===== config.mk =====
export PLATFORM = sky130hd
export DESIGN_NAME = fbs_seq
export DESIGN_NICKNAME = d
export VERILOG_FILES = /design/src/rtl/fbs_pkg.sv /design/src/rtl/fbs_wait_timer.sv /design/src/rtl/fbs_step_rom.sv /design/src/rtl/fbs_seq.sv
export SDC_FILE = /design/constraint.sdc
export NUM_CORES = 1
export LEC_CHECK = 0
export ABC_AREA = 1
export BUFFER_PORTS_ARGS = -buffer_cell sky130_fd_sc_hd__clkbuf_2
export CAP_MARGIN = 25
export CORE_MARGIN = 5
export CORE_UTILIZATION = 46
export DETAILED_ROUTE_END_ITERATION = 6
export MAX_ROUTING_LAYER = met4
export PLACE_DENSITY = 0.66
export REMOVE_ABC_BUFFERS = 1
export SLEW_MARGIN = 10
export SYNTH_ARGS = -nofsm -noshare
export SYNTH_HDL_FRONTEND = slang
export SYNTH_HIERARCHICAL = 1
export SYNTH_SLANG_ARGS = --single-unit

===== constraint.sdc =====
create_clock -name clk -period 3.15 [get_ports clk]
set_clock_uncertainty 0.05 [all_clocks]
set_input_delay 0.63 -clock clk [delete_from_list [all_inputs] [get_ports clk]]
set_output_delay 0.63 -clock clk [all_outputs]
set_load 0.005 [all_outputs]

===== src/rtl/fbs_pkg.sv =====
package fbs_pkg;

  typedef enum logic [1:0] {
    OP_READ   = 2'd0,
    OP_PROG   = 2'd1,
    OP_PERASE = 2'd2,
    OP_MERASE = 2'd3
  } fbs_op_e;

  // register selects on the bypass port
  localparam logic [2:0] SEL_AHI = 3'd0;
  localparam logic [2:0] SEL_ALO = 3'd1;
  localparam logic [2:0] SEL_DAT = 3'd2;
  localparam logic [2:0] SEL_CTL = 3'd3;
  localparam logic [2:0] SEL_TST = 3'd4;
  localparam logic [2:0] SEL_OUT = 3'd5;

  // control byte bits
  localparam logic [7:0] CTL_XE    = 8'h80;
  localparam logic [7:0] CTL_YE    = 8'h40;
  localparam logic [7:0] CTL_SE    = 8'h20;
  localparam logic [7:0] CTL_OE    = 8'h10;
  localparam logic [7:0] CTL_ERASE = 8'h08;
  localparam logic [7:0] CTL_PROG  = 8'h04;
  localparam logic [7:0] CTL_BULK  = 8'h02;
  localparam logic [7:0] CTL_NV    = 8'h01;

  localparam int unsigned STEP_W    = 4;
  localparam logic [3:0]  LOOP_STEP = 4'd5;
  localparam int unsigned ADDR_W    = 16;

endpackage


===== src/rtl/fbs_wait_timer.sv =====
module fbs_wait_timer #(
  parameter int unsigned CNT_W = 8
) (
  input  logic             clk,
  input  logic             rst,
  input  logic             load,
  input  logic [CNT_W-1:0] load_val,
  output logic             zero
);

  logic [CNT_W-1:0] cnt;

  always_ff @(posedge clk) begin
    if (rst) begin
      cnt <= '0;
    end else if (load) begin
      cnt <= load_val;
    end else if (cnt != '0) begin
      cnt <= cnt - 1'b1;
    end
  end

  assign zero = (cnt == '0);

  // a counting wait never jumps straight to zero from a large value
  p_no_skip_r4: assert property (@(posedge clk) disable iff (rst)
    (!load && cnt > 2) |=> !zero);

endmodule


===== src/rtl/fbs_step_rom.sv =====
module fbs_step_rom
  import fbs_pkg::*;
#(
  parameter int unsigned CYC_PER_US = 50,
  parameter int unsigned NVS_US     = 5,
  parameter int unsigned PGS_US     = 10,
  parameter int unsigned PROG_US    = 40,
  parameter int unsigned NVH_US     = 5,
  parameter int unsigned NVH_ME_US  = 100,
  parameter int unsigned RCV_US     = 1,
  parameter int unsigned ERASE_US   = 10000,
  parameter int unsigned ME_US      = 200000,
  parameter int unsigned ACC_CYC    = 3,
  parameter int unsigned CNT_W      = 24
) (
  input  fbs_op_e           op,
  input  logic [STEP_W-1:0] step,
  input  logic              info,
  input  logic [7:0]        addr_hi,
  input  logic [7:0]        lo_cur,
  input  logic [7:0]        data_b,
  output logic [2:0]        st_sel,
  output logic [7:0]        st_val,
  output logic              st_obs,
  output logic [CNT_W-1:0]  st_wait,
  output logic              st_last,
  output logic              st_loop,
  output logic              st_take
);

  localparam logic [CNT_W-1:0] W_NVS  = CNT_W'(NVS_US * CYC_PER_US);
  localparam logic [CNT_W-1:0] W_PGS  = CNT_W'(PGS_US * CYC_PER_US);
  localparam logic [CNT_W-1:0] W_PROG = CNT_W'(PROG_US * CYC_PER_US);
  localparam logic [CNT_W-1:0] W_NVH  = CNT_W'(NVH_US * CYC_PER_US);
  localparam logic [CNT_W-1:0] W_NVH1 = CNT_W'(NVH_ME_US * CYC_PER_US);
  localparam logic [CNT_W-1:0] W_RCV  = CNT_W'(RCV_US * CYC_PER_US);
  localparam logic [CNT_W-1:0] W_ERS  = CNT_W'(ERASE_US * CYC_PER_US);
  localparam logic [CNT_W-1:0] W_ME   = CNT_W'(ME_US * CYC_PER_US);
  localparam logic [CNT_W-1:0] W_ACC  = CNT_W'(ACC_CYC);
  localparam logic [CNT_W-1:0] W_ONE  = CNT_W'(1);

  logic       bulk;
  logic [7:0] ers_base;

  assign bulk     = (op == OP_MERASE);
  assign ers_base = CTL_XE | CTL_ERASE | (bulk ? CTL_BULK : 8'h00);

  always_comb begin
    st_sel  = SEL_CTL;
    st_val  = 8'h00;
    st_obs  = 1'b0;
    st_wait = '0;
    st_last = 1'b0;
    st_loop = 1'b0;
    st_take = 1'b0;
    case (step)
      4'd0: begin st_sel = SEL_TST; st_val = {1'b1, info, 6'b0}; end
      4'd1: begin st_sel = SEL_AHI; st_val = addr_hi; end
      4'd2: begin st_sel = SEL_ALO; st_val = lo_cur; end
      default: begin
        case (op)
          OP_READ: begin
            case (step)
              4'd3: begin st_val = CTL_XE | CTL_YE | CTL_SE | CTL_OE; st_wait = W_ACC; end
              4'd4: begin st_sel = SEL_OUT; st_obs = 1'b1; st_wait = W_ONE; end
              default: begin st_val = 8'h00; st_last = 1'b1; end
            endcase
          end
          OP_PROG: begin
            case (step)
              4'd3:  begin st_val = CTL_XE | CTL_PROG; st_wait = W_NVS; end
              4'd4:  begin st_val = CTL_XE | CTL_PROG | CTL_NV; st_wait = W_PGS; end
              4'd5:  begin st_sel = SEL_ALO; st_val = lo_cur; end
              4'd6:  begin st_sel = SEL_DAT; st_val = data_b; st_take = 1'b1; end
              4'd7:  begin st_val = CTL_XE | CTL_YE | CTL_PROG | CTL_NV; st_wait = W_PROG; end
              4'd8:  begin st_val = CTL_XE | CTL_PROG | CTL_NV; st_loop = 1'b1; end
              4'd9:  begin st_val = CTL_XE | CTL_NV; st_wait = W_NVH; end
              default: begin st_val = 8'h00; st_wait = W_RCV; st_last = 1'b1; end
            endcase
          end
          default: begin
            case (step)
              4'd3: begin st_val = ers_base; st_wait = W_NVS; end
              4'd4: begin st_val = ers_base | CTL_NV; st_wait = bulk ? W_ME : W_ERS; end
              4'd5: begin st_val = CTL_XE | CTL_NV; st_wait = bulk ? W_NVH1 : W_NVH; end
              default: begin st_val = 8'h00; st_wait = W_RCV; st_last = 1'b1; end
            endcase
          end
        endcase
      end
    endcase
  end

endmodule


===== src/rtl/fbs_seq.sv =====
module fbs_seq
  import fbs_pkg::*;
#(
  parameter int unsigned CYC_PER_US = 50,
  parameter int unsigned ROW_BYTES  = 64,
  parameter int unsigned NVS_US     = 5,
  parameter int unsigned PGS_US     = 10,
  parameter int unsigned PROG_US    = 40,
  parameter int unsigned NVH_US     = 5,
  parameter int unsigned NVH_ME_US  = 100,
  parameter int unsigned RCV_US     = 1,
  parameter int unsigned ERASE_US   = 10000,
  parameter int unsigned ME_US      = 200000,
  parameter int unsigned HV_MAX_US  = 12000,
  parameter int unsigned ACC_CYC    = 3,
  localparam int unsigned CNT_IN_W  = $clog2(ROW_BYTES + 1)
) (
  input  logic                clk,
  input  logic                rst,
  input  logic                cmd_valid,
  input  logic [1:0]          cmd_op,
  input  logic [ADDR_W-1:0]   cmd_addr,
  input  logic [CNT_IN_W-1:0] cmd_count,
  input  logic                cmd_info,
  input  logic [7:0]          wr_data,
  output logic                data_take,
  output logic                busy,
  output logic                done,
  output logic                err,
  output logic [7:0]          rd_data,
  output logic [2:0]          bp_sel,
  output logic [7:0]          bp_dout,
  output logic                bp_drive,
  output logic                bp_wr,
  input  logic [7:0]          bp_din
);

  localparam int unsigned Y_W     = $clog2(ROW_BYTES);
  localparam int unsigned BIG_US  = (ME_US > ERASE_US) ? ME_US : ERASE_US;
  localparam int unsigned MAX_CYC = (BIG_US + PROG_US + NVH_ME_US) * CYC_PER_US + ACC_CYC;
  localparam int unsigned CNT_W   = $clog2(MAX_CYC + 1);

  typedef enum logic [1:0] {S_IDLE, S_ISSUE, S_WAIT, S_REJ} state_e;

  state_e              state;
  fbs_op_e             op_q;
  logic                info_q;
  logic [7:0]          ahi_q;
  logic [7:0]          lo_q;
  logic [CNT_IN_W-1:0] left_q;
  logic [STEP_W-1:0]   step_q;
  logic                obs_q, last_q, loop_q;

  logic [2:0]       st_sel;
  logic [7:0]       st_val;
  logic             st_obs, st_last, st_loop, st_take;
  logic [CNT_W-1:0] st_wait;
  logic             tmr_zero;

  // request screening for row programs
  logic [31:0] span, hv_us;
  logic        bad_req;

  always_comb begin
    span    = 32'(cmd_addr[Y_W-1:0]) + 32'(cmd_count);
    hv_us   = 32'(cmd_count) * PROG_US;
    bad_req = (cmd_count == '0) || (span > ROW_BYTES) || (hv_us > HV_MAX_US);
  end

  fbs_step_rom #(
    .CYC_PER_US(CYC_PER_US), .NVS_US(NVS_US), .PGS_US(PGS_US), .PROG_US(PROG_US),
    .NVH_US(NVH_US), .NVH_ME_US(NVH_ME_US), .RCV_US(RCV_US), .ERASE_US(ERASE_US),
    .ME_US(ME_US), .ACC_CYC(ACC_CYC), .CNT_W(CNT_W)
  ) u_rom (
    .op(op_q), .step(step_q), .info(info_q), .addr_hi(ahi_q), .lo_cur(lo_q),
    .data_b(wr_data), .st_sel(st_sel), .st_val(st_val), .st_obs(st_obs),
    .st_wait(st_wait), .st_last(st_last), .st_loop(st_loop), .st_take(st_take)
  );

  fbs_wait_timer #(.CNT_W(CNT_W)) u_tmr (
    .clk(clk), .rst(rst), .load(state == S_ISSUE), .load_val(st_wait), .zero(tmr_zero)
  );

  always_ff @(posedge clk) begin
    if (rst) begin
      state     <= S_IDLE;
      busy      <= 1'b0;
      done      <= 1'b0;
      err       <= 1'b0;
      bp_wr     <= 1'b0;
      bp_drive  <= 1'b0;
      data_take <= 1'b0;
      bp_sel    <= 3'd0;
      bp_dout   <= 8'h00;
      rd_data   <= 8'h00;
      op_q      <= OP_READ;
      info_q    <= 1'b0;
      ahi_q     <= 8'h00;
      lo_q      <= 8'h00;
      left_q    <= '0;
      step_q    <= '0;
      obs_q     <= 1'b0;
      last_q    <= 1'b0;
      loop_q    <= 1'b0;
    end else begin
      done      <= 1'b0;
      err       <= 1'b0;
      bp_wr     <= 1'b0;
      data_take <= 1'b0;
      case (state)
        S_IDLE: begin
          if (cmd_valid) begin
            op_q   <= fbs_op_e'(cmd_op);
            info_q <= cmd_info;
            ahi_q  <= cmd_addr[15:8];
            lo_q   <= cmd_addr[7:0];
            left_q <= cmd_count;
            step_q <= '0;
            busy   <= 1'b1;
            state  <= (fbs_op_e'(cmd_op) == OP_PROG && bad_req) ? S_REJ : S_ISSUE;
          end
        end
        S_ISSUE: begin
          bp_sel    <= st_sel;
          bp_dout   <= st_val;
          bp_wr     <= !st_obs;
          bp_drive  <= !st_obs;
          data_take <= st_take;
          obs_q     <= st_obs;
          last_q    <= st_last;
          loop_q    <= st_loop;
          state     <= S_WAIT;
        end
        S_WAIT: begin
          if (tmr_zero) begin
            if (obs_q) rd_data <= bp_din;
            if (last_q) begin
              done     <= 1'b1;
              busy     <= 1'b0;
              bp_drive <= 1'b0;
              state    <= S_IDLE;
            end else begin
              if (loop_q && left_q > 1) begin
                left_q         <= left_q - 1'b1;
                lo_q[Y_W-1:0]  <= lo_q[Y_W-1:0] + 1'b1;
                step_q         <= LOOP_STEP;
              end else begin
                step_q <= step_q + 1'b1;
              end
              state <= S_ISSUE;
            end
          end
        end
        default: begin
          done  <= 1'b1;
          err   <= 1'b1;
          busy  <= 1'b0;
          state <= S_IDLE;
        end
      endcase
    end
  end

  // ---------------- assertions ----------------
  p_idle_quiet_r1: assert property (@(posedge clk) disable iff (rst)
    !busy |-> (!bp_wr && !data_take));

  p_ignore_busy_r2: assert property (@(posedge clk) disable iff (rst)
    (busy && cmd_valid) |=> ($stable(op_q) && $stable(ahi_q)));

  p_spaced_writes_r4: assert property (@(posedge clk) disable iff (rst)
    bp_wr |=> !bp_wr);

  p_row_fixed_r5: assert property (@(posedge clk) disable iff (rst)
    (busy && $past(busy)) |-> ($stable(lo_q[7:Y_W]) && $stable(ahi_q)));

  p_err_with_done_r6: assert property (@(posedge clk) disable iff (rst)
    err |-> done);

  p_done_pulse_r10: assert property (@(posedge clk) disable iff (rst)
    done |=> !done);

  p_take_on_data_r11: assert property (@(posedge clk) disable iff (rst)
    data_take |-> (bp_wr && bp_sel == SEL_DAT));

endmodule


== After elaboration in Yosys (flattened, before gate mapping) ==
Index checks and enable logic that the tools add are counted.
W data, S select, Z words.

* Add/subtract/negate cells: 5
* $mul: 0
* Div/mod/pow operators: 0
* $lt $le $gt $ge: 2
* Equality and inequality tests: 19
* Shift-type cells: 0
* Mux-type cells: 60
* Bitwise gates (word level): 2
* Reductions and logical operators: 31

{| class="wikitable"
|+ Operators by type and width
! operator !! count
|-
| $mux W24 || 4
|-
| $pmux W24 S3 || 1
|-
| $pmux W24 S2 || 1
|-
| $pmux W8 S3 || 2
|-
| $pmux W8 S6 || 1
|-
| $pmux W11 S4 || 1
|-
| $mux W7 || 4
|-
| $logic_not A24 Y1 || 1
|-
| $mux W6 || 4
|-
| $reduce_bool A24 Y1 || 1
|-
| $sub A24 B1 Y24 const B || 1
|-
| $mux W1 || 18
|-
| $eq A4 B3 Y1 const B || 4
|-
| $mux W4 || 4
|-
| $pmux W8 S2 || 1
|-
| $pmux W7 S2 || 1
|-
| $mux W13 || 1
|-
| $pmux W6 S2 || 1
|-
| $reduce_or A3 Y1 || 4
|-
| $ne A2 B2 Y1 const B || 5
|-
| $reduce_or A2 Y1 || 5
|-
| $pmux W3 S3 || 1
|-
| $add A6 B7 Y8 || 1
|-
| $eq A4 B2 Y1 const B || 2
|-
| 32 further kinds || 50
|}

* Flip-flop bits (word level): 84
* Bits in latches: 0
* Bits in writable memories: 0
* Bits in read-only memories: 0
* Output and inout bits: 25
* Memories: 0

== Depth between registers and ports, before layout ==
* Depth in word-level cells: 7
* Gate-level depth with buffers: 16

== Cells and area by module ==
The synthesis kept the hierarchy.

{| class="wikitable"
|+ By module, submodules not included
! module !! instances !! cells an instance !! area an instance (um2) !! seq. area each (um2)
|-
| fbs_seq || 1 || 420 || 2,900.3 || 1,201.2
|-
| fbs_wait_timer || 1 || 277 || 1,774.2 || 480.5
|-
| fbs_step_rom || 1 || 160 || 822.0 || 0.0
|}

== Least setup slack after synthesis ==
No wires, ideal clock.

* Kind: input -> register
* Start point: input port cmd_addr[0]
* End point: register state[1]
* Arrival: 1.899 ns
* Data required time: 2.966 ns
* Setup slack: 1.067 ns
* Stages on the path: 14
* Path buffers: 0
* Cells stage by stage: ha_1 > inv_1 > fa_1 > nand2_1 > nor2_1 > nand3_1 > nor2_1 > nand2_1 > nand2_1 > nand2_1 > nand2_1 > nand2_1 > nand2_1 > a21oi_1

* Word-level cells in the longest chain between the ends: 7

{| class="wikitable"
|+ RTL lines
! item !! line !! text
|-
| from (decl) || fbs_seq.sv:22 || <nowiki>input logic [ADDR_W-1:0] cmd_addr,</nowiki>
|-
| $add A6 B7 Y8 || fbs_seq.sv:65 || <nowiki>span = 32'(cmd_addr[Y_W-1:0]) + 32'(cmd_count);</nowiki>
|-
| $gt A8 B7 Y1 || fbs_seq.sv:67 || <nowiki>bad_req = (cmd_count == '0) || (span > ROW_BYTES) || (hv_us > HV_MAX_US);</nowiki>
|-
| $logic_or A1 B1 Y1 || fbs_seq.sv:67 ||
|-
| $logic_and A1 B1 Y1 || fbs_seq.sv:120 || <nowiki>state <= (fbs_op_e'(cmd_op) == OP_PROG && bad_req) ? S_REJ : S_ISSUE;</nowiki>
|-
| $mux W2 || fbs_seq.sv:120 ||
|-
| $mux W2 || fbs_seq.sv:112 || <nowiki>if (cmd_valid) begin</nowiki>
|-
| $pmux W2 S3 || fbs_seq.sv:110 || <nowiki>case (state)</nowiki>
|-
| to (signal assigned) || fbs_seq.sv:120 ||
|-
| to (decl) || fbs_seq.sv:45 || <nowiki>state_e state;</nowiki>
|}

Every way passes these cells. The select of a mux whose other input is x is not followed.
A chain may end at the register's enable or synchronous reset.

== Worst setup path after layout ==
* Start point: register u_tmr.cnt[0]
* End point: register left_q[5]

* Word-level cells in the longest chain between the ends: 3

{| class="wikitable"
|+ RTL lines
! item !! line !! text
|-
| from (decl) || fbs_wait_timer.sv:11 || <nowiki>logic [CNT_W-1:0] cnt;</nowiki>
|-
| from (signal assigned) || fbs_wait_timer.sv:17 || <nowiki>cnt <= load_val;</nowiki>
|-
| from (signal assigned) || fbs_wait_timer.sv:19 || <nowiki>cnt <= cnt - 1'b1;</nowiki>
|-
| $logic_not A24 Y1 || fbs_wait_timer.sv:23 || <nowiki>assign zero = (cnt == '0);</nowiki>
|-
| via tmr_zero || fbs_seq.sv:58 || <nowiki>logic tmr_zero;</nowiki>
|-
| $ne A2 B2 Y1 (no source line) || n/a ||
|-
| $reduce_and A5 Y1 (no source line) || n/a ||
|-
| to (signal assigned) || fbs_seq.sv:117 || <nowiki>left_q <= cmd_count;</nowiki>
|-
| to (signal assigned) || fbs_seq.sv:144 || <nowiki>left_q <= left_q - 1'b1;</nowiki>
|-
| to (decl) || fbs_seq.sv:50 || <nowiki>logic [CNT_IN_W-1:0] left_q;</nowiki>
|}

The timed path passes the listed nets, and every way through them passes these cells.

==> flow_summary.ini <==
[synth]
synthMostInstantiatedCell = nand2_1
synth-seq-area-share_pct = 30.6
synth-main-ff-cell = dfxtp_1
yosys-top-cells-count = 175 x nand2_1, 168 x nor2_1, 84 x dfxtp_1
synth_top_cell_by_area = dfxtp_1
syn_avg_cell_area_sq_um = 6.41
yosys-top-cells-area = dfxtp_1 31%, nand2_1 12%, nor2_1 11%, o21ai_0 6.6%, inv_1 5.3%
yosys.area.top_type_share_pct = 30.6
netlist_instances = 857
synth_area_sq_um = 5500
synth_cell_type_count = 45
async_reset_ff_share_pct = 0
ys_warn_count = 6
synth_edf_count = 0
ys_ff_latch = 84

[worst_hold_path]
hold_path_depth = 2
hold_class = reg -> reg
min_from = bp_drive
whs_endpoint = bp_drive

[detailed_routing]
wl_mm = 14.4
dr.max_layer_used = met4
first_pass_iters = 7
wl_met3_um = 593
drc_errors = 0
wl_per_cell_um = 13.5
vias = 5430
avgViaCountPerCell = 5.12
drt-initial-drc-count = 290
drt-met1-wl_mm = 6.91
wl_met2_mm = 6.57
ant_nets = 0

[worst_setup_path]
crit_type = reg -> reg
required_ns = 3.38
cp.arrival_ns = 2.63
critPathLaunchType = register
r2r_cells = 14
r2r-start = u_tmr/cnt[0]
endpoint_kind = register
cp_max_fo = 14
reg2reg_slack_ns = 0.75
reg2reg_to = left_q[5]

[cts]
cts_hold_buf = 0
cts_resized = 0
cts.sink_count = 84
cts_tree = built
htreeDepth = 3
cts_inserted_buffers = 9
postCtsSetupBuffers = 0
clk_latency_ns = 0.34
cts_buffer_depth = 2
clk_pin_slew_ns = 0.06
cts_root_buffer = clkbuf_16

[place]
place_area_sq_um = 5850
numPortBuffers = 69
post-dp-hpwl_mm = 10.7
place_inst = 1045
gp_congestion = 0.930

[pwr]
powerDensity_nw_per_um2 = 923
seq_power_share_pct = 29.7
internal-power_mw = 3.01
swShare_pct = 47.1
combPwrFrac_pct = 51.1
pwr-share-clk_pct = 19.1
p_leak_nw = 2.96
ir_drop_mv = 0.379
p_sw_mw = 2.67

[sta]
max_freq_mhz = 417
fin_crit_ns = 2.40
period_share_pct = 76.2
tns_ns = 0
setup_violations = 0
hold_viol = 0
report.final.slew_viol_count = 0
fin_hold_ws_ns = 0.416
tightest_slew_ns = 0.844
rsz0062_at_grt = false
max_slew_margin_pct = 43.5

[finish]
synthToLayoutAreaGrowth_pct = 12.0
multi_input_area_sq_um = 3270
finalInstanceArea_sq_um = 6150
drive_above_1_share_pct = 18.4
register_area_sq_um = 1680
fin_cells = 1060
antenna_cells = 0
fin_nets = 967
num-fill-cells = 1236

[global_routing]
track_usage_pct = 21.1
grt_max_degree = 37
antenna_found_initial = 0
overflow = 0
grt_pass1_wl_mm = 23.9
grt_pass1_vias = 4924

[status]
status = complete, no violations

[die]
initial_core_util_pct = 46.3
ios = 70
rows = 40
core-area_sq_um = 11900
die_x_um = 119
design.die.area_sq_um = 14200
die_y_um = 119

[run]
maxCapViolations = 0
[kinds of logic (layout without fill, tap and decap cells)]
group,after synthesis,count (layout),synth area share (%)
flip-flops,84,84,30.6
adder cells (fa/ha/maj),13,13,3.10
AO/OA/AOI/OAI,136,136,14.0
AND/OR/NAND/NOR,490,490,40.7
buffers and inverters,125,178,10.2
other,1,4,0.0682
XOR/XNOR,8,8,1.27
[power by group through the flow]
stage	Sequential (mW)	Combinational (mW)	Clock, mW
CTS	1.69	2.90	1.12
floorplan	1.63	2.27	0
global route	1.73	3.29	1.15
detailed placement	1.71	2.88	0
global placement	1.71	2.86	0
finish	1.69	2.91	1.09
[per-stage QoR]
step / worst slack [ns] / util [%] / power (mW)
2_1_floorplan: 0.412 / - / 3.89
5_1_grt: 0.471 / 51.9 / 6.18
3_5_place_dp: 0.773 / 49.4 / 4.59
3_3_place_gp: 0.802 / 49.4 / 4.57
6_report: 0.749 / 51.9 / 5.68
4_1_cts: 0.745 / 51.9 / 5.71
[per-layer routing]
| metal | up-vias | track usage [%] |
|---|---|---|
| met5 | - | - |
| met2 | 125 | 32.7 |
| met4 | 0 | 7.02 |
| li1 | 2851 | - |
| met3 | 21 | 3.99 |
| met1 | 2433 | 27.9 |
[worst max path at each step]
stage	startpoint	end	slack, ns	cells after the start
3_5_place_dp	u_tmr/cnt[0]	left_q[5]	0.77	14
5_1_grt	u_tmr/cnt[0]	left_q[5]	0.47	14
3_3_place_gp	cmd_addr[0]	state[1]	0.80	16
6_report	u_tmr/cnt[0]	left_q[5]	0.75	14
4_1_cts	u_tmr/cnt[0]	left_q[5]	0.74	14
2_1_floorplan	state[0]	u_tmr/cnt[8]	0.41	6
[area by class of cell]
| class | count | area share (%) |
|---|---|---|
| flip-flops and latches | 84 | 27.3 |
| clock inverters | 5 | 0.976 |
| multi-input cells | 651 | 53.1 |
| well taps | 147 | 2.99 |
| clock buffers | 10 | 3.88 |
| inverters | 89 | 5.47 |
| repair buffers | 74 | 6.22 |
[cells in the final DEF, fill, tap and decap left out, types with 11 or more instances in the layout]
| master | n |
|---|---|
| inv_2 | 11 |
| nand2_2 | 22 |
| nand3_1 | 56 |
| ha_1 | 12 |
| clkbuf_2 | 69 |
| nand2_1 | 175 |
| nand4_1 | 14 |
| dfxtp_1 | 84 |
| a21oi_1 | 31 |
| o21ai_0 | 72 |
| nor2_1 | 167 |
| nor2_2 | 17 |
| inv_1 | 77 |
[sequential cells by signal, indices dropped and copies added, names as in the netlist, 3 cells and up]
name,flops
ahi_q,8
bp_dout,8
bp_sel,3
left_q,7
lo_q,8
rd_data,8
step_q,4
u_tmr/cnt,24
[worst max-delay path, cell delays in order (launching register included)]
cell and delay, ns:
dfxtp_1 0.32, inv_1 0.12, ha_1 0.21, nand3_1 0.10, nor2_2 0.17, nand3_4 0.12, inv_1 0.09, inv_1 0.05
nand2_1 0.08, nand2_1 0.09, nor3_2 0.23, nand2_2 0.24, inv_2 0.25, nand2_1 0.08, a21oi_1 0.12
Note: power is estimated with default switching activity, not from simulation.
